**src/rtl/irq_pkg.sv**
```systemverilog
package irq_pkg;
  typedef enum logic [1:0] {
    IME_HOLD = 2'd0,
    IME_SET  = 2'd1,
    IME_CLR  = 2'd2
  } ime_cmd_e;
endpackage

```
**src/rtl/irq_req_reg.sv**
```systemverilog
module irq_req_reg #(
  parameter int N = 5
) (
  input  logic         clk,
  input  logic         rst_n,
  input  logic [N-1:0] set_i,
  input  logic [N-1:0] clr_i,
  output logic [N-1:0] req_o
);
  logic [N-1:0] req_q, req_d;

  always_comb begin
    req_d = (req_q & ~clr_i) | set_i;
  end

  always_ff @(posedge clk or negedge rst_n) begin
    if (!rst_n) req_q <= '0;
    else        req_q <= req_d;
  end

  assign req_o = req_q;

  // at most one bit is cleared per dispatch
  assert_single_clear_R7: assert property (@(posedge clk) disable iff (!rst_n)
    $onehot0(clr_i));

  // a cleared bit without a set pulse reads zero next cycle
  assert_clear_lands_R7: assert property (@(posedge clk) disable iff (!rst_n)
    ((clr_i & ~set_i) != '0) |=> ((req_o & $past(clr_i & ~set_i)) == '0));
endmodule

```
**src/rtl/irq_pick.sv**
```systemverilog
module irq_pick #(
  parameter int N          = 5,
  parameter int ADDR_W     = 16,
  parameter int VEC_BASE   = 'h40,
  parameter int VEC_STRIDE = 8
) (
  input  logic [N-1:0]      pend_i,
  output logic              any_o,
  output logic [N-1:0]      grant_o,
  output logic [ADDR_W-1:0] vec_o
);
  assign any_o = |pend_i;

  for (genvar g = 0; g < N; g++) begin : g_grant
    if (g == 0) begin : g_first
      assign grant_o[g] = pend_i[g];
    end else begin : g_rest
      assign grant_o[g] = pend_i[g] & ~(|pend_i[g-1:0]);
    end
  end

  always_comb begin
    vec_o = ADDR_W'(VEC_BASE);
    for (int i = 0; i < N; i++) begin
      if (grant_o[i]) vec_o = ADDR_W'(VEC_BASE + i * VEC_STRIDE);
    end
  end
endmodule

```
**src/rtl/irq_ime.sv**
```systemverilog
module irq_ime
  import irq_pkg::*;
(
  input  logic     clk,
  input  logic     rst_n,
  input  ime_cmd_e cmd_i,
  output logic     ime_o
);
  logic ime_q, ime_d;

  always_comb begin
    ime_d = ime_q;
    unique case (cmd_i)
      IME_SET: ime_d = 1'b1;
      IME_CLR: ime_d = 1'b0;
      default: ime_d = ime_q;
    endcase
  end

  always_ff @(posedge clk or negedge rst_n) begin
    if (!rst_n) ime_q <= 1'b0;
    else        ime_q <= ime_d;
  end

  assign ime_o = ime_q;

  // clear command takes effect on the next cycle
  assert_ime_clear_R5: assert property (@(posedge clk) disable iff (!rst_n)
    (cmd_i == IME_CLR) |=> !ime_o);
  // set command takes effect on the next cycle
  assert_ime_set_R5: assert property (@(posedge clk) disable iff (!rst_n)
    (cmd_i == IME_SET) |=> ime_o);
endmodule

```
**src/rtl/irq_entry_seq.sv**
```systemverilog
module irq_entry_seq #(
  parameter int ENTRY_CYCLES = 4
) (
  input  logic clk,
  input  logic rst_n,
  input  logic start_i,
  input  logic ack_i,
  output logic busy_o,
  output logic entry_o
);
  localparam int CNT_W = $clog2(ENTRY_CYCLES + 1);

  logic [CNT_W-1:0] cnt_q, cnt_d;
  logic             busy_q, busy_d;

  always_comb begin
    cnt_d = cnt_q;
    if (start_i)             cnt_d = CNT_W'(ENTRY_CYCLES);
    else if (cnt_q != '0)    cnt_d = cnt_q - 1'b1;
    busy_d = busy_q;
    if (start_i)             busy_d = 1'b1;
    else if (ack_i)          busy_d = 1'b0;
  end

  always_ff @(posedge clk or negedge rst_n) begin
    if (!rst_n) begin
      cnt_q  <= '0;
      busy_q <= 1'b0;
    end else begin
      cnt_q  <= cnt_d;
      busy_q <= busy_d;
    end
  end

  assign entry_o = (cnt_q != '0);
  assign busy_o  = busy_q;

  // the entry window only opens after a start
  assert_entry_opens_R6: assert property (@(posedge clk) disable iff (!rst_n)
    (entry_o && !$past(entry_o)) |-> $past(start_i));
  // an acknowledge without a start drops busy
  assert_ack_drops_R8: assert property (@(posedge clk) disable iff (!rst_n)
    (ack_i && !start_i) |=> !busy_o);
endmodule

```
**src/rtl/irq_dispatch_ctrl.sv**
```systemverilog
module irq_dispatch_ctrl
  import irq_pkg::*;
#(
  parameter int N            = 5,
  parameter int ADDR_W       = 16,
  parameter int VEC_BASE     = 'h40,
  parameter int VEC_STRIDE   = 8,
  parameter int ENTRY_CYCLES = 4
) (
  input  logic              clk,
  input  logic              rst_n,
  input  logic [N-1:0]      enable_i,
  input  logic [N-1:0]      req_set_i,
  input  logic              boundary_i,
  input  logic              halted_i,
  input  logic              ei_i,
  input  logic              di_i,
  input  logic              reti_i,
  input  logic              dispatch_ack_i,
  output logic              dispatch_o,
  output logic [ADDR_W-1:0] vector_o,
  output logic              wake_o,
  output logic              entry_o,
  output logic              busy_o,
  output logic              ime_o,
  output logic [N-1:0]      req_o
);
  localparam int VEC_LAST = VEC_BASE + (N - 1) * VEC_STRIDE;

  logic [1:0]        rst_sync_q;
  logic              core_rst_n;
  logic [N-1:0]      pend, grant, clr_mask;
  logic              any_pend, take;
  logic [ADDR_W-1:0] vec_sel;
  ime_cmd_e          ime_cmd;
  logic              disp_q, disp_d;
  logic [ADDR_W-1:0] vec_q, vec_d;

  // reset assert asynchronously, release on a clock edge
  always_ff @(posedge clk or negedge rst_n) begin
    if (!rst_n) rst_sync_q <= 2'b00;
    else        rst_sync_q <= {rst_sync_q[0], 1'b1};
  end
  assign core_rst_n = rst_sync_q[1];

  irq_req_reg #(.N(N)) u_req (
    .clk(clk), .rst_n(core_rst_n), .set_i(req_set_i),
    .clr_i(clr_mask), .req_o(req_o)
  );

  assign pend = req_o & enable_i;

  irq_pick #(.N(N), .ADDR_W(ADDR_W), .VEC_BASE(VEC_BASE),
             .VEC_STRIDE(VEC_STRIDE)) u_pick (
    .pend_i(pend), .any_o(any_pend), .grant_o(grant), .vec_o(vec_sel)
  );

  assign take     = boundary_i & any_pend & ime_o & ~busy_o & ~entry_o;
  assign clr_mask = take ? grant : '0;
  assign wake_o   = halted_i & any_pend;

  always_comb begin
    if (take)                ime_cmd = IME_CLR;
    else if (di_i)           ime_cmd = IME_CLR;
    else if (ei_i || reti_i) ime_cmd = IME_SET;
    else                     ime_cmd = IME_HOLD;
  end

  irq_ime u_ime (
    .clk(clk), .rst_n(core_rst_n), .cmd_i(ime_cmd), .ime_o(ime_o)
  );

  irq_entry_seq #(.ENTRY_CYCLES(ENTRY_CYCLES)) u_seq (
    .clk(clk), .rst_n(core_rst_n), .start_i(take),
    .ack_i(dispatch_ack_i), .busy_o(busy_o), .entry_o(entry_o)
  );

  always_comb begin
    disp_d = take;
    vec_d  = vec_q;
    if (take) vec_d = vec_sel;
  end

  always_ff @(posedge clk or negedge core_rst_n) begin
    if (!core_rst_n) begin
      disp_q <= 1'b0;
      vec_q  <= '0;
    end else begin
      disp_q <= disp_d;
      vec_q  <= vec_d;
    end
  end

  assign dispatch_o = disp_q;
  assign vector_o   = vec_q;

  // a dispatch needs the master enable in the prior cycle and drops it
  assert_needs_ime_R2: assert property (@(posedge clk) disable iff (!core_rst_n)
    dispatch_o |-> ($past(ime_o) && !ime_o));
  // dispatched vector lies within the vector range
  assert_vec_range_R3: assert property (@(posedge clk) disable iff (!core_rst_n)
    dispatch_o |-> (vector_o >= ADDR_W'(VEC_BASE) && vector_o <= ADDR_W'(VEC_LAST)));
  // no dispatch while a previous one awaits acknowledge
  assert_no_overlap_R8: assert property (@(posedge clk) disable iff (!core_rst_n)
    dispatch_o |-> !$past(busy_o));
  // dispatch only follows a boundary strobe
  assert_at_boundary_R9: assert property (@(posedge clk) disable iff (!core_rst_n)
    dispatch_o |-> $past(boundary_i));
  // entry window is open whenever a dispatch is issued
  assert_entry_with_disp_R6: assert property (@(posedge clk) disable iff (!core_rst_n)
    dispatch_o |-> entry_o);
endmodule

```
**config.mk**
```make
export PLATFORM = sky130hd
export DESIGN_NAME = irq_dispatch_ctrl
export DESIGN_NICKNAME = d
export VERILOG_FILES = /design/src/rtl/irq_pkg.sv /design/src/rtl/irq_req_reg.sv /design/src/rtl/irq_pick.sv /design/src/rtl/irq_ime.sv /design/src/rtl/irq_entry_seq.sv /design/src/rtl/irq_dispatch_ctrl.sv
export SDC_FILE = /design/constraint.sdc
export NUM_CORES = 1
export LEC_CHECK = 0
export BUFFER_PORTS_ARGS = -buffer_cell sky130_fd_sc_hd__buf_2
export CORE_UTILIZATION = 49
export CTS_BUF_LIST = sky130_fd_sc_hd__clkbuf_4 sky130_fd_sc_hd__clkbuf_8
export DETAILED_ROUTE_END_ITERATION = 10
export PLACE_DENSITY = 0.95
export SETUP_SLACK_MARGIN = 0.02
export SLEW_MARGIN = 20
export SYNTH_ARGS = -nofsm -noshare
export SYNTH_HDL_FRONTEND = slang
export SYNTH_SLANG_ARGS = --single-unit
```
**constraint.sdc**
```tcl
create_clock -name clk -period 1.9 [get_ports clk]
set_input_delay 0 -clock clk [delete_from_list [all_inputs] [get_ports clk]]
set_output_delay 0 -clock clk [all_outputs]
set_load 0.03 [all_outputs]
```
# Word level (Yosys, flattened, before mapping)

Index checks and enable logic that the tools add are counted.

Flip-flop bits (word level): 29
Bits of input ports: 18
Output and inout port bits: 26
Logic and storage cells: 51

Add/sub/neg operators: 1
Eq/ne operators: 2
Muxes and demuxes: 13
Bitwise gates (word level): 19
Reduce and logical (&&, ||, !) cells: 9

Operator list:

| kind                                                | number |
|---|---|
| 2-to-1 mux 16 bit                                   | 3 |
| AND 5 bit                                           | 2 |
| AND 1 bit                                           | 9 |
| 2-to-1 mux 3 bit                                    | 2 |
| NOT 1 bit                                           | 6 |
| nonzero test 2 bit                                  | 3 |
| 2-to-1 mux 5 bit                                    | 1 |
| NOT 5 bit                                           | 1 |
| OR 5 bit                                            | 1 |
| OR reduction 5 bit                                  | 1 |
| 2-to-1 mux 2 bit                                    | 2 |
| 2-to-1 mux 4 bit                                    | 1 |
| OR reduction 4 bit                                  | 1 |
| 2-to-1 mux 1 bit                                    | 3 |
| nonzero test 3 bit                                  | 1 |
| OR reduction 3 bit                                  | 1 |
| subtractor 3 x 1 -> 3 bit, second input constant    | 1 |
| equality test 2 x 1 -> 1 bit, second input constant | 1 |
| equality test 2 bit, second input constant          | 1 |
| one-hot mux 1 bit (2 select lines)                  | 1 |
| OR reduction 2 bit                                  | 1 |
| logical OR 1 bit                                    | 1 |

# Depth between registers and ports, before layout

Gate-level depths: netlist (run 1).

Depth after elaboration: 10
Depth in mapped cells: 7
Mapped depth without buffers: 6

# Modules after synthesis

Synthesis (run 1) repeated with hierarchy kept, for this count alone.

Cell total of the unflattened synthesis: 122
Area total of the unflattened synthesis: 1475.2 µm²

By module, submodules not included:

| module            | instances | cells an instance | area an instance (µm²) |
|---|---|---|---|
| irq_dispatch_ctrl | 1         | 55                | 843.3 |
| irq_entry_seq     | 1         | 19                | 216.5 |
| irq_req_reg       | 1         | 15                | 181.4 |
| irq_pick          | 1         | 28                | 178.9 |
| irq_ime           | 1         | 5                 | 55.1 |

# Worst setup path before layout (run 1)

OpenSTA, ideal clock, no wires.

Kind: reg2reg
Start point: reg u_req.req_q[2] (netlist: u_req.req_o[2])
End point: reg vec_q[6] (netlist: vector_o[6])
Data arrival time: 1.809 ns
Slack: -0.036 ns
Cell stages (with the launch flop): 4
Buffers on the path: 0
Period minus slack after synthesis: 1.936 ns
Path through: dfrtp_1 > a222oi_1 > a311oi_2 > or2_2

Word-level cells in the longest chain between the ends: 6

RTL lines:

| element                | line                    | text |
|---|---|---|
| from (decl)            | irq_req_reg.sv:10       | `logic [N-1:0] req_q, req_d;` |
| from (signal assigned) | irq_req_reg.sv:18       | `else req_q <= req_d;` |
| AND 5 bit              | irq_dispatch_ctrl.sv:51 | `assign pend = req_o & enable_i;` |
| OR reduction 5 bit     | irq_pick.sv:12          | `assign any_o = \|pend_i;` |
| AND 1 bit (4 in a row) | irq_dispatch_ctrl.sv:58 | `assign take = boundary_i & any_pend & ime_o & ~busy_o & ~entry_o;` |
| named net disp_d       | irq_dispatch_ctrl.sv:36 | `logic disp_q, disp_d;` |
| to (signal assigned)   | irq_dispatch_ctrl.sv:90 | `vec_q <= vec_d;` |
| to (decl)              | irq_dispatch_ctrl.sv:37 | `logic [ADDR_W-1:0] vec_q, vec_d;` |

The timed path passes the listed nets, and every way through them passes these cells.
A chain may end at the register's enable or synchronous reset.

# Worst setup path in the final report (run 1)

Start point: reg u_seq.cnt_q[0]
End point: reg vec_q[4] (netlist: vector_o[4])

Word-level cells in the longest chain between the ends: 3

RTL lines:

| element                | line                    | text |
|---|---|---|
| from (decl)            | irq_entry_seq.sv:13     | `logic [CNT_W-1:0] cnt_q, cnt_d;` |
| from (signal assigned) | irq_entry_seq.sv:30     | `cnt_q <= cnt_d;` |
| nonzero test 3 bit     | irq_entry_seq.sv:35     | `assign entry_o = (cnt_q != '0);` |
| NOT 1 bit              | irq_dispatch_ctrl.sv:58 |  |
| AND 1 bit              | irq_dispatch_ctrl.sv:58 |  |
| named net disp_d       | irq_dispatch_ctrl.sv:36 |  |

The timed path passes the listed nets, and every way through them passes these cells.

==> flow_metrics.tcl, run 1 <==
set metrics [dict create \
    post_synth_fa_ha_maj_area_fraction_pct 3.03 \
    outcome "complete, no violations" \
    p_leak_nw 0.545 \
    grt_setup_unrepaired "false" \
    hold-worst-slack_ps 6.73 \
    hold_depth 3 \
    setup.worst_path.class "reg2reg" \
    worstPathRequired_ps 2080 \
    cts.root.buffer_cell "sky130_fd_sc_hd__clkbuf_4" \
    timing.setup.tns_ps 0 \
    route.detailed.drc 0 \
    pwr_density_cell_mw_per_mm2 1060 \
    fraction_of_registers_with_async_set_or_reset_after_synthesis_pct 100 \
    antenna-diode-count 0 \
    antenna_violations_before_repair 0 \
    max_transition_margin_pct 59.4 \
    largest_cells_by_area_after_synthesis "sky130_fd_sc_hd__dfrtp_1 52%, sky130_fd_sc_hd__buf_4 11%, sky130_fd_sc_hd__a21o_1 4.6%, sky130_fd_sc_hd__nand2_1 3.2%, sky130_fd_sc_hd__a31oi_1 3.0%" \
    critical_path.reg2reg.startpoint "u_seq.cnt_q[0]$_DFFE_PN0P_" \
    bufs_on_longest_clock_path 2 \
    layout.nets 145 \
    top_level_port_count 44 \
    hold_endpoint "u_req.req_o[0]$_DFF_PN0_" \
    arrival_ps 1930 \
    tightest_slew_ps 608 \
    antenna_violating_nets_post_route 0 \
    die_w_um 43.0 \
    gp_routability_congestion 0.718 \
    synth_top_area_cell "sky130_fd_sc_hd__dfrtp_1" \
    wl_per_cell_um 11.8 \
    grt_first_pass_wirelength_mm 2.69 \
    setup.worst_path.end_class "flip-flop" \
    timing.final.crit_period_ps 1750 \
    timing.final.hold_violations 0 \
    via_count_of_the_first_global_routing_pass 652 \
    worst_skew_pair.late_latency_ps 280 \
    power_mw 1.16 \
    clk_pin_slew_ps 100 \
    synth_seq_cells 17 \
    synth_simple_gate_area_share_pct 10.8 \
    initial_utilization_pct 53.5 \
    ys_dominant_reg_cell "sky130_fd_sc_hd__dfrtp_1" \
    synth_compound_gate_area_share_pct 17.3 \
    grt_overflow 0 \
    placementRows 14 \
    synth_area_per_cell_sq_um 10.4 \
    combinational_family_with_the_most_area_after_synthesis "compound AO/OA/AOI/OAI gates" \
    worstHoldStart "enable_i[0]" \
    netlist-cell-type-count 25 \
    r2r-end "vector_o[4]$_DFFE_PN0P_" \
    place_worst_setup_slack_ps 170 \
    synth-edff-count 0 \
    synth_seq_area_share_pct 51.6 \
    1st_pass_router_iterations 5 \
    slew_violations 0 \
    worst_clock_skew_ps 1.66 \
    postSynthCellCount 79 \
    die_area_sq_mm 0.00185 \
    vias 706 \
    ctsHtreeMaxLevel 1 \
    cts.repair.resized 0 \
    routed_wl_mm 1.66 \
    ctsHoldBuffers 10 \
    r2r.worst_path.cells 5 \
    timing.final.setup_violations 0 \
    detailed_place_hpwl_mm 1.20 \
    die_h_um 43.0 \
    tritoncts "done" \
    synthMostInstantiatedCell "sky130_fd_sc_hd__dfrtp_1" \
    syn2layout_area_growth_pct 32.5 \
    start_kind "flip-flop" \
    max_freq_mhz 573 \
    final_worst_setup_slack_ps 153 \
    yosysTopAreaCellShare_pct 51.6 \
    io_buffer_count 31 \
    post_synth_xor_area_fraction_pct 0 \
    path_class_of_the_lowest_slack_min_delay_path "in2reg" \
    maximum_number_of_pins_on_one_net_before_global_route_repair 16 \
    worst-r2r-setup-slack_ps 150 \
    maximum_fanout_encountered_on_the_critical_timing_path 7 \
    syn-cell-area_sq_um 825 \
    initialDrtViolationCount 14 \
    synthMuxAreaShare_pct 2.73 \
    fp.coreArea_sq_mm 0.00154 \
    netlist_top_cells_count "17 x sky130_fd_sc_hd__dfrtp_1, 12 x sky130_fd_sc_hd__buf_4, 7 x sky130_fd_sc_hd__nand2_1" \
    final.period_utilization_pct 91.9 \
    cts-buffers-inserted 3 \
    drive_gt1_share_pct 35.5 \
    yosys_warnings 0 \
    maxcap_violations 0 \
    cts_post_setup_buffers_inserted 0 \
    globalRouteTotalUtil_pct 19.6 \
    post_drt_via_cell_ratio 5.04 \
    vdd_ir_drop_max_v 0.000735 \
    cts_num_sinks 17 \
]
cell families after synthesis:
logic type,after synthesis
simple gates,19
flops,17
buf+inv,18
other cells,2
compound gates,19
mux,2
fa+ha+maj,2
placed cells by master (no fill, tap or decap), drive strengths merged:
| cell type | instances |
|---|---|
| a211oi | 1 |
| a21boi | 1 |
| a21o | 6 |
| a21oi | 3 |
| a222oi | 1 |
| a22o | 1 |
| a22oi | 1 |
| a311oi | 1 |
| a31oi | 4 |
| buf | 33 |
| clkbuf | 3 |
| clkinv | 1 |
| conb | 13 |
| dfrtp | 17 |
| dlygate4sd3 | 10 |
| ha | 2 |
| inv | 5 |
| mux2 | 2 |
| nand2 | 7 |
| nand2b | 1 |
| nand3 | 2 |
| nand3b | 1 |
| nand4 | 1 |
| nor2 | 3 |
| nor3 | 3 |
| or2 | 1 |
where the power goes:
group | total, mW | switching [mW] | internal (mW) | leakage, nW
logic | 0.473 | 0.293 | 0.180 | 0.338
registers | 0.498 | 0.0505 | 0.447 | 0.189
clock network | 0.192 | 0.114 | 0.0781 | 0.0177
sequential cells by signal, indices dropped and copies added (netlist names):
register / flops
dispatch_o: 1
rst_sync_q: 2
u_ime.ime_o: 1
u_req.req_o: 5
u_seq.busy_o: 1
u_seq.cnt_q: 3
vector_o: 4
worst max-delay path, stage by stage (launching register included):
cell                       delay (ps)
sky130_fd_sc_hd__dfrtp_1          400
sky130_fd_sc_hd__inv_1             80
sky130_fd_sc_hd__ha_1             170
sky130_fd_sc_hd__nand2b_1         150
sky130_fd_sc_hd__a311oi_2         450
sky130_fd_sc_hd__mux2_2           390
area by class of cell:
cell class	count	area, sq um
fill	120	449
sequential	17	428
multi-input combinational	55	328
timing repair buffer	43	270
clock buffer	3	22.5
tap	16	20.0
inverter	5	18.8
clock inverter	1	5.00
through the flow:
stage	cell area (sq um)	std cells	util [%]
finish	1090	140	70.9
global route	1090	140	70.9
CTS	1090	140	70.9
detailed placement	965	126	62.6
global placement	965	126	62.6
floorplan	868	90	-
per-layer routing:
metal	part of all wire [%]	vias to the layer above	wire, um	GRT usage, %
met5	0	-	0	0
met4	0.36	0	6	7.27
met3	5.8	2	96	2.98
met2	53	34	871	34.5
met1	41	332	681	24.0
li1	-	338	-	-
worst max path at each step:
stage | start | end | slack, ps | depth (start not counted)
2_1_floorplan | u_req.req_o[2]$_DFF_PN0_ | vector_o[6]$_DFFE_PN0P_ | 8 | 3
3_3_place_gp | u_seq.cnt_q[0]$_DFFE_PN0P_ | vector_o[4]$_DFFE_PN0P_ | 240 | 5
3_5_place_dp | u_seq.cnt_q[0]$_DFFE_PN0P_ | vector_o[4]$_DFFE_PN0P_ | 170 | 5
4_1_cts | u_seq.cnt_q[0]$_DFFE_PN0P_ | vector_o[4]$_DFFE_PN0P_ | 150 | 5
5_1_grt | u_seq.cnt_q[0]$_DFFE_PN0P_ | vector_o[4]$_DFFE_PN0P_ | 50 | 5
6_report | u_seq.cnt_q[0]$_DFFE_PN0P_ | vector_o[4]$_DFFE_PN0P_ | 150 | 5
Note: power is estimated with default switching activity, not from simulation.
==> run 2: changes to the inputs <==
--- a/config.mk
+++ b/config.mk
@@ -6,10 +6,12 @@
 export NUM_CORES = 1
 export LEC_CHECK = 0
 export BUFFER_PORTS_ARGS = -buffer_cell sky130_fd_sc_hd__buf_2
-export CORE_UTILIZATION = 49
+export CELL_PAD_IN_SITES_DETAIL_PLACEMENT = 0
+export CELL_PAD_IN_SITES_GLOBAL_PLACEMENT = 1
+export CORE_UTILIZATION = 35
 export CTS_BUF_LIST = sky130_fd_sc_hd__clkbuf_4 sky130_fd_sc_hd__clkbuf_8
 export DETAILED_ROUTE_END_ITERATION = 10
-export PLACE_DENSITY = 0.95
+export PLACE_DENSITY = 0.94
 export SETUP_SLACK_MARGIN = 0.02
 export SLEW_MARGIN = 20
 export SYNTH_ARGS = -nofsm -noshare
==> run 2 against run 1 <==
Hold slack better by 14 ps. Largest power group unchanged. Clock skew is 2.4 ps higher. Final cell count is 10% higher. Critical endpoint unchanged. Via count is 0.71% lower. Design area is 3.0% higher.
==> flow_metrics.tcl, run 2 (same netlist as run 1, synthesis figures left out) <==
set metrics [dict create \
    outcome "complete, no violations" \
    grt_first_pass_wirelength_mm 2.95 \
    critical-path-slowest-cell "sky130_fd_sc_hd__a311oi_2" \
    die_w_um 50.5 \
    part_of_the_total_power_dissipated_in_the_clock_network_pct 15.9 \
    worst-r2r-setup-slack_ps 140 \
    maximum_fanout_encountered_on_the_critical_timing_path 9 \
    tightest_slew_ps 597 \
    hold_depth 3 \
    r2r.worst_path.cells 5 \
    antenna_violating_nets_post_route 0 \
    maximum_number_of_pins_on_one_net_before_global_route_repair 16 \
    post_drt_via_cell_ratio 4.55 \
    worst_clock_skew_ps 4.09 \
    layout_commonest_cell "sky130_fd_sc_hd__buf_2" \
    number_of_buffers_and_inverters_on_the_critical_path 1 \
    layout.nets 147 \
    fp.coreArea_sq_mm 0.00221 \
    slew_violations 0 \
    global_route.peak_usage_layer "met2" \
    worstHoldStart "enable_i[0]" \
    ctsHtreeMaxLevel 1 \
    wl_per_cell_um 11.2 \
    grt_overflow 0 \
    setup.worst_path.class "reg2reg" \
    route.detailed.drc 0 \
    arrival_ps 1950 \
    switching_power_mw 0.462 \
    routed_wl_mm 1.72 \
    r2r-end "vector_o[4]$_DFFE_PN0P_" \
    vdd_ir_drop_max_v 0.000783 \
    globalRouteTotalUtil_pct 15.6 \
    grt_setup_unrepaired "true" \
    die_h_um 50.5 \
    bufs_on_longest_clock_path 2 \
    finish.cell_count_without_fillers 154 \
    crit_path_cell_trace "inv_1, ha_1, nand2b_1, a311oi_2, mux2_2" \
    p_leak_nw 0.553 \
    tritoncts "done" \
    via_count_of_the_first_global_routing_pass 713 \
    seqPwrFrac_pct 42.5 \
    worst_skew_pair.late_latency_ps 290 \
    antenna-diode-count 0 \
    cts.repair.resized 0 \
    drive_gt1_share_pct 35.7 \
    top_level_port_count 44 \
    final.period_utilization_pct 92.8 \
    timing.final.hold_violations 0 \
    p_int_mw 0.718 \
    groute.layer.met1.usage_pct 14.9 \
    timing.setup.tns_ps 0 \
    clk_pin_slew_ps 90 \
    max_freq_mhz 567 \
    die_area_sq_mm 0.00255 \
    dp_cells 139 \
    cts_num_sinks 17 \
    cts-buffers-inserted 3 \
    cts.root.buffer_cell "sky130_fd_sc_hd__clkbuf_4" \
    combinationalPowerShare_pct 41.6 \
    hold_endpoint "u_req.req_o[0]$_DFF_PN0_" \
    pwr_density_cell_mw_per_mm2 1050 \
    largest_register_ffs 5 \
    critical-path-top-delay-family "compound AO/OA/AOI/OAI gates" \
    setup.worst_path.end_class "flip-flop" \
    path_class_of_the_lowest_slack_min_delay_path "in2reg" \
    placementRows 17 \
    timing.final.setup_violations 0 \
    max_transition_margin_pct 60.2 \
    io_buffer_count 31 \
    initialDrtViolationCount 9 \
    detailed_place_hpwl_mm 1.24 \
    antenna_violations_before_repair 0 \
    start_kind "flip-flop" \
    power_mw 1.18 \
    met3_usage_pct 3.03 \
    worstPathRequired_ps 2080 \
    sw_frac_of_total_pct 39.2 \
    met2_demand_to_capacity_share_in_global_routing_pct 31.1 \
    syn2layout_area_growth_pct 36.4 \
    critical_path.reg2reg.startpoint "u_seq.cnt_q[0]$_DFFE_PN0P_" \
    1st_pass_router_iterations 4 \
    initial_utilization_pct 37.3 \
    vias 701 \
    most-common-layout-cells "31 x sky130_fd_sc_hd__buf_2, 15 x sky130_fd_sc_hd__dfrtp_1, 13 x sky130_fd_sc_hd__conb_1" \
    maxcap_violations 0 \
    timing.final.crit_period_ps 1760 \
    critPathMaxStageDelay_ps 510 \
    gp_routability_congestion 0.772 \
]
-- run 2: changes by cell type in the layout (fill, tap and decap cells not counted), sizes merged --
cell         before  now
dlygate4sd3      10   11
buf              33   34
-- run 2: worst max-delay path by stage --
stage,startpoint,to,slack [ps],cells past startpoint
after floorplan,u_req.req_o[2]$_DFF_PN0_,vector_o[6]$_DFFE_PN0P_,8,3
after global placement,u_seq.cnt_q[0]$_DFFE_PN0P_,vector_o[4]$_DFFE_PN0P_,200,5
after detailed placement,u_seq.cnt_q[0]$_DFFE_PN0P_,vector_o[4]$_DFFE_PN0P_,120,5
after CTS,u_seq.cnt_q[0]$_DFFE_PN0P_,vector_o[4]$_DFFE_PN0P_,110,5
after global routing,u_seq.cnt_q[0]$_DFFE_PN0P_,vector_o[4]$_DFFE_PN0P_,5,5
final,u_seq.cnt_q[0]$_DFFE_PN0P_,vector_o[4]$_DFFE_PN0P_,140,5
-- run 2: metal layers --
metal,wire length (um),share of wire (%),vias to the layer above
met5,0,0,-
met4,8,0.46,0
met3,73,4.2,2
met2,976,57,21
met1,664,39,333
li1,-,-,345
-- run 2: worst reg2reg max path, cell delays in order, from the launching register on --
cell                       delay (ps)
sky130_fd_sc_hd__dfrtp_1          400
sky130_fd_sc_hd__inv_1             90
sky130_fd_sc_hd__ha_1             170
sky130_fd_sc_hd__nand2b_1          90
sky130_fd_sc_hd__a311oi_2         510
sky130_fd_sc_hd__mux2_2           400
-- run 2: power by group through the flow --
stage          Sequential, mW  Clock (mW)  Combinational (mW)
2_1_floorplan           0.597           0               0.258
3_3_place_gp            0.503           0               0.454
3_5_place_dp            0.505           0               0.478
4_1_cts                 0.501       0.196               0.496
5_1_grt                 0.512       0.213               0.536
6_report                0.502       0.188               0.491
-- run 2: final cells by class --
class	instances	area, sq um
Fill cell	226	1090
Tap cell	28	35.0
Sequential cell	17	428
Inverter	5	18.8
Timing Repair Buffer	45	288
Clock inverter	1	5.00
Multi-Input combinational cell	55	328
Clock buffer	3	22.5
-- run 2: what timing repair did --
item / in CTS / in global routing
hold buffers: 11 / 0
hold endpoints to repair: 9 / 0
setup buffers: 0 / 0
endpoints found under the setup margin: 0 / 1
-- run 2: metrics by stage --
step                hold WS (ps)  area, sq um  util, %  setup slack (ps)
floorplan                   -296          868        -              7.52
global placement            -214          987     44.6               204
detailed placement          -212          987     44.6               124
CTS                         12.1         1120     50.8               111
global route                27.2         1120     50.8              4.82
finish                      21.0         1120     50.8               136
==> run 3: changes to the inputs <==
--- a/config.mk
+++ b/config.mk
@@ -12,6 +12,7 @@
 export CTS_BUF_LIST = sky130_fd_sc_hd__clkbuf_4 sky130_fd_sc_hd__clkbuf_8
 export DETAILED_ROUTE_END_ITERATION = 10
 export PLACE_DENSITY = 0.94
+export RECOVER_POWER = 25
 export SETUP_SLACK_MARGIN = 0.02
 export SLEW_MARGIN = 20
 export SYNTH_ARGS = -nofsm -noshare
==> constraint.sdc (replaced) <==
create_clock -name clk -period 1.9 [get_ports clk]
set_input_delay 0 -clock clk [delete_from_list [all_inputs] [get_ports clk]]
set_output_delay 0 -clock clk [all_outputs]
set_load 0.01 [all_outputs]
==> run 3 against run 2 <==
Fmax up 0.58%. Die area unchanged. Count of clock-buffer cells in the layout unchanged. Core utilization down 0.51 points.
==> flow_metrics.tcl, run 3 (same netlist as run 1, synthesis figures left out) <==
set metrics [dict create \
    outcome "complete, no violations" \
    dp_cells 139 \
    cts-buffers-inserted 3 \
    p_leak_nw 0.542 \
    tightest_slew_ps 600 \
    die_area_sq_mm 0.00255 \
    die_w_um 50.5 \
    cts.root.buffer_cell "sky130_fd_sc_hd__clkbuf_4" \
    initialDrtViolationCount 5 \
    setup.worst_path.class "reg2reg" \
    most-common-layout-cells "30 x sky130_fd_sc_hd__buf_2, 17 x sky130_fd_sc_hd__dfrtp_1, 13 x sky130_fd_sc_hd__conb_1" \
    maxcap_violations 0 \
    gp_routability_congestion 0.770 \
    antenna-diode-count 0 \
    combinationalPowerShare_pct 35.4 \
    placementRows 17 \
    timing.final.setup_violations 0 \
    worst_setup_path_endpoint "vector_o[4]$_DFFE_PN0P_" \
    layout_commonest_cell "sky130_fd_sc_hd__buf_2" \
    detailed_place_hpwl_mm 1.21 \
    part_of_the_total_power_dissipated_in_the_clock_network_pct 17.9 \
    drive_gt1_share_pct 33.6 \
    global_route.peak_usage_layer "met2" \
    setup.worst_path.end_class "flip-flop" \
    r2r-end "vector_o[4]$_DFFE_PN0P_" \
    max_transition_margin_pct 60.0 \
    finish.cell_count_without_fillers 153 \
    cts.repair.resized 0 \
    switching_power_mw 0.345 \
    maximum_fanout_encountered_on_the_critical_timing_path 9 \
    largest_register_ffs 5 \
    via_count_of_the_first_global_routing_pass 657 \
    1st_pass_router_iterations 6 \
    ctsHoldBuffers 10 \
    timing.final.hold_violations 0 \
    met2_demand_to_capacity_share_in_global_routing_pct 26.2 \
    critical_path.reg2reg.startpoint "u_seq.cnt_q[0]$_DFFE_PN0P_" \
    path_class_of_the_lowest_slack_min_delay_path "in2async" \
    clk_pin_slew_ps 100 \
    io_buffer_count 31 \
    maximum_number_of_pins_on_one_net_before_global_route_repair 16 \
    worstPathRequired_ps 2080 \
    arrival_ps 1930 \
    cts_num_sinks 17 \
    die_h_um 50.5 \
    final.period_utilization_pct 92.3 \
    timing.final.crit_period_ps 1750 \
    worst-r2r-setup-slack_ps 150 \
    met3_usage_pct 3.33 \
    max_freq_mhz 570 \
    worst_setup_path_startpoint "u_seq.cnt_q[0]$_DFFE_PN0P_" \
    wl_per_cell_um 10.6 \
    route.detailed.drc 0 \
    ctsHtreeMaxLevel 1 \
    grt_setup_unrepaired "false" \
    r2r.worst_path.cells 5 \
    worst_clock_skew_ps 2.04 \
    layout.nets 146 \
    p_int_mw 0.716 \
    grt_overflow 0 \
    fp.coreArea_sq_mm 0.00221 \
    timing.setup.tns_ps 0 \
    pwr_density_cell_mw_per_mm2 952 \
    top_level_port_count 44 \
    syn2layout_area_growth_pct 35.1 \
    slew_violations 0 \
    antenna_violating_nets_post_route 0 \
    start_kind "flip-flop" \
    post_drt_via_cell_ratio 4.50 \
    worst_skew_pair.late_latency_ps 280 \
    globalRouteTotalUtil_pct 13.6 \
    vias 688 \
    vdd_ir_drop_max_v 0.000723 \
    antenna_violations_before_repair 0 \
    tritoncts "done" \
    groute.layer.met1.usage_pct 14.1 \
    sw_frac_of_total_pct 32.5 \
    routed_wl_mm 1.62 \
    cts_post_setup_buffers_inserted 0 \
    grt_first_pass_wirelength_mm 2.60 \
    bufs_on_longest_clock_path 2 \
    initial_utilization_pct 37.3 \
    seqPwrFrac_pct 46.7 \
]
[run 3: how the worst min path moves through the flow]
stage               start                       to  cells past startpoint
floorplan           rst_n  rst_sync_q[0]$_DFF_PN0_                      0
global placement    rst_n  rst_sync_q[0]$_DFF_PN0_                      1
detailed placement  rst_n  rst_sync_q[1]$_DFF_PN0_                      1
CTS                 rst_n  rst_sync_q[0]$_DFF_PN0_                      2
global route        rst_n  rst_sync_q[0]$_DFF_PN0_                      2
finish              rst_n  rst_sync_q[0]$_DFF_PN0_                      2
[run 3: area by class of cell]
| cell class | count | area (sq um) |
|---|---|---|
| Sequential cell | 17 | 425 |
| Clock inverter | 1 | 7.51 |
| Clock buffer | 3 | 22.5 |
| Timing Repair Buffer | 44 | 277 |
| Fill cell | 213 | 1100 |
| Inverter | 5 | 18.8 |
| Multi-Input combinational cell | 55 | 328 |
| Tap cell | 28 | 35.0 |
[run 3: power by group through the flow]
stage	logic [mW]	clock network (mW)	registers (mW)
2_1_floorplan	0.224	0	0.522
5_1_grt	0.411	0.212	0.510
4_1_cts	0.378	0.202	0.497
3_3_place_gp	0.343	0	0.503
3_5_place_dp	0.361	0	0.504
6_report	0.375	0.189	0.496
[run 3: metrics by stage]
stage / hold slack [ps] / instance area (sq um) / worst slack, ps / util [%] / power [mW]
after floorplan: -296 / 866 / 70.7 / - / 0.746
final: 22.2 / 1110 / 146 / 50.3 / 1.06
after global routing: 14.8 / 1110 / 27.4 / 50.3 / 1.13
after CTS: 7.32 / 1110 / 112 / 50.4 / 1.08
after global placement: -214 / 985 / 202 / 44.5 / 0.846
after detailed placement: -214 / 985 / 140 / 44.5 / 0.864
[run 3: metal layers]
layer | vias to the layer above | share of wire, %
met5 | - | 0
met4 | 0 | 0.56
met3 | 2 | 4.5
met2 | 22 | 55
met1 | 326 | 40
li1 | 338 | -
[run 3: critical path, stage by stage, from the launching register on]
cell                       delay (ps)
sky130_fd_sc_hd__dfrtp_1          390
sky130_fd_sc_hd__inv_1             80
sky130_fd_sc_hd__ha_1             180
sky130_fd_sc_hd__nand2b_1          90
sky130_fd_sc_hd__a311oi_2         510
sky130_fd_sc_hd__mux2_2           400
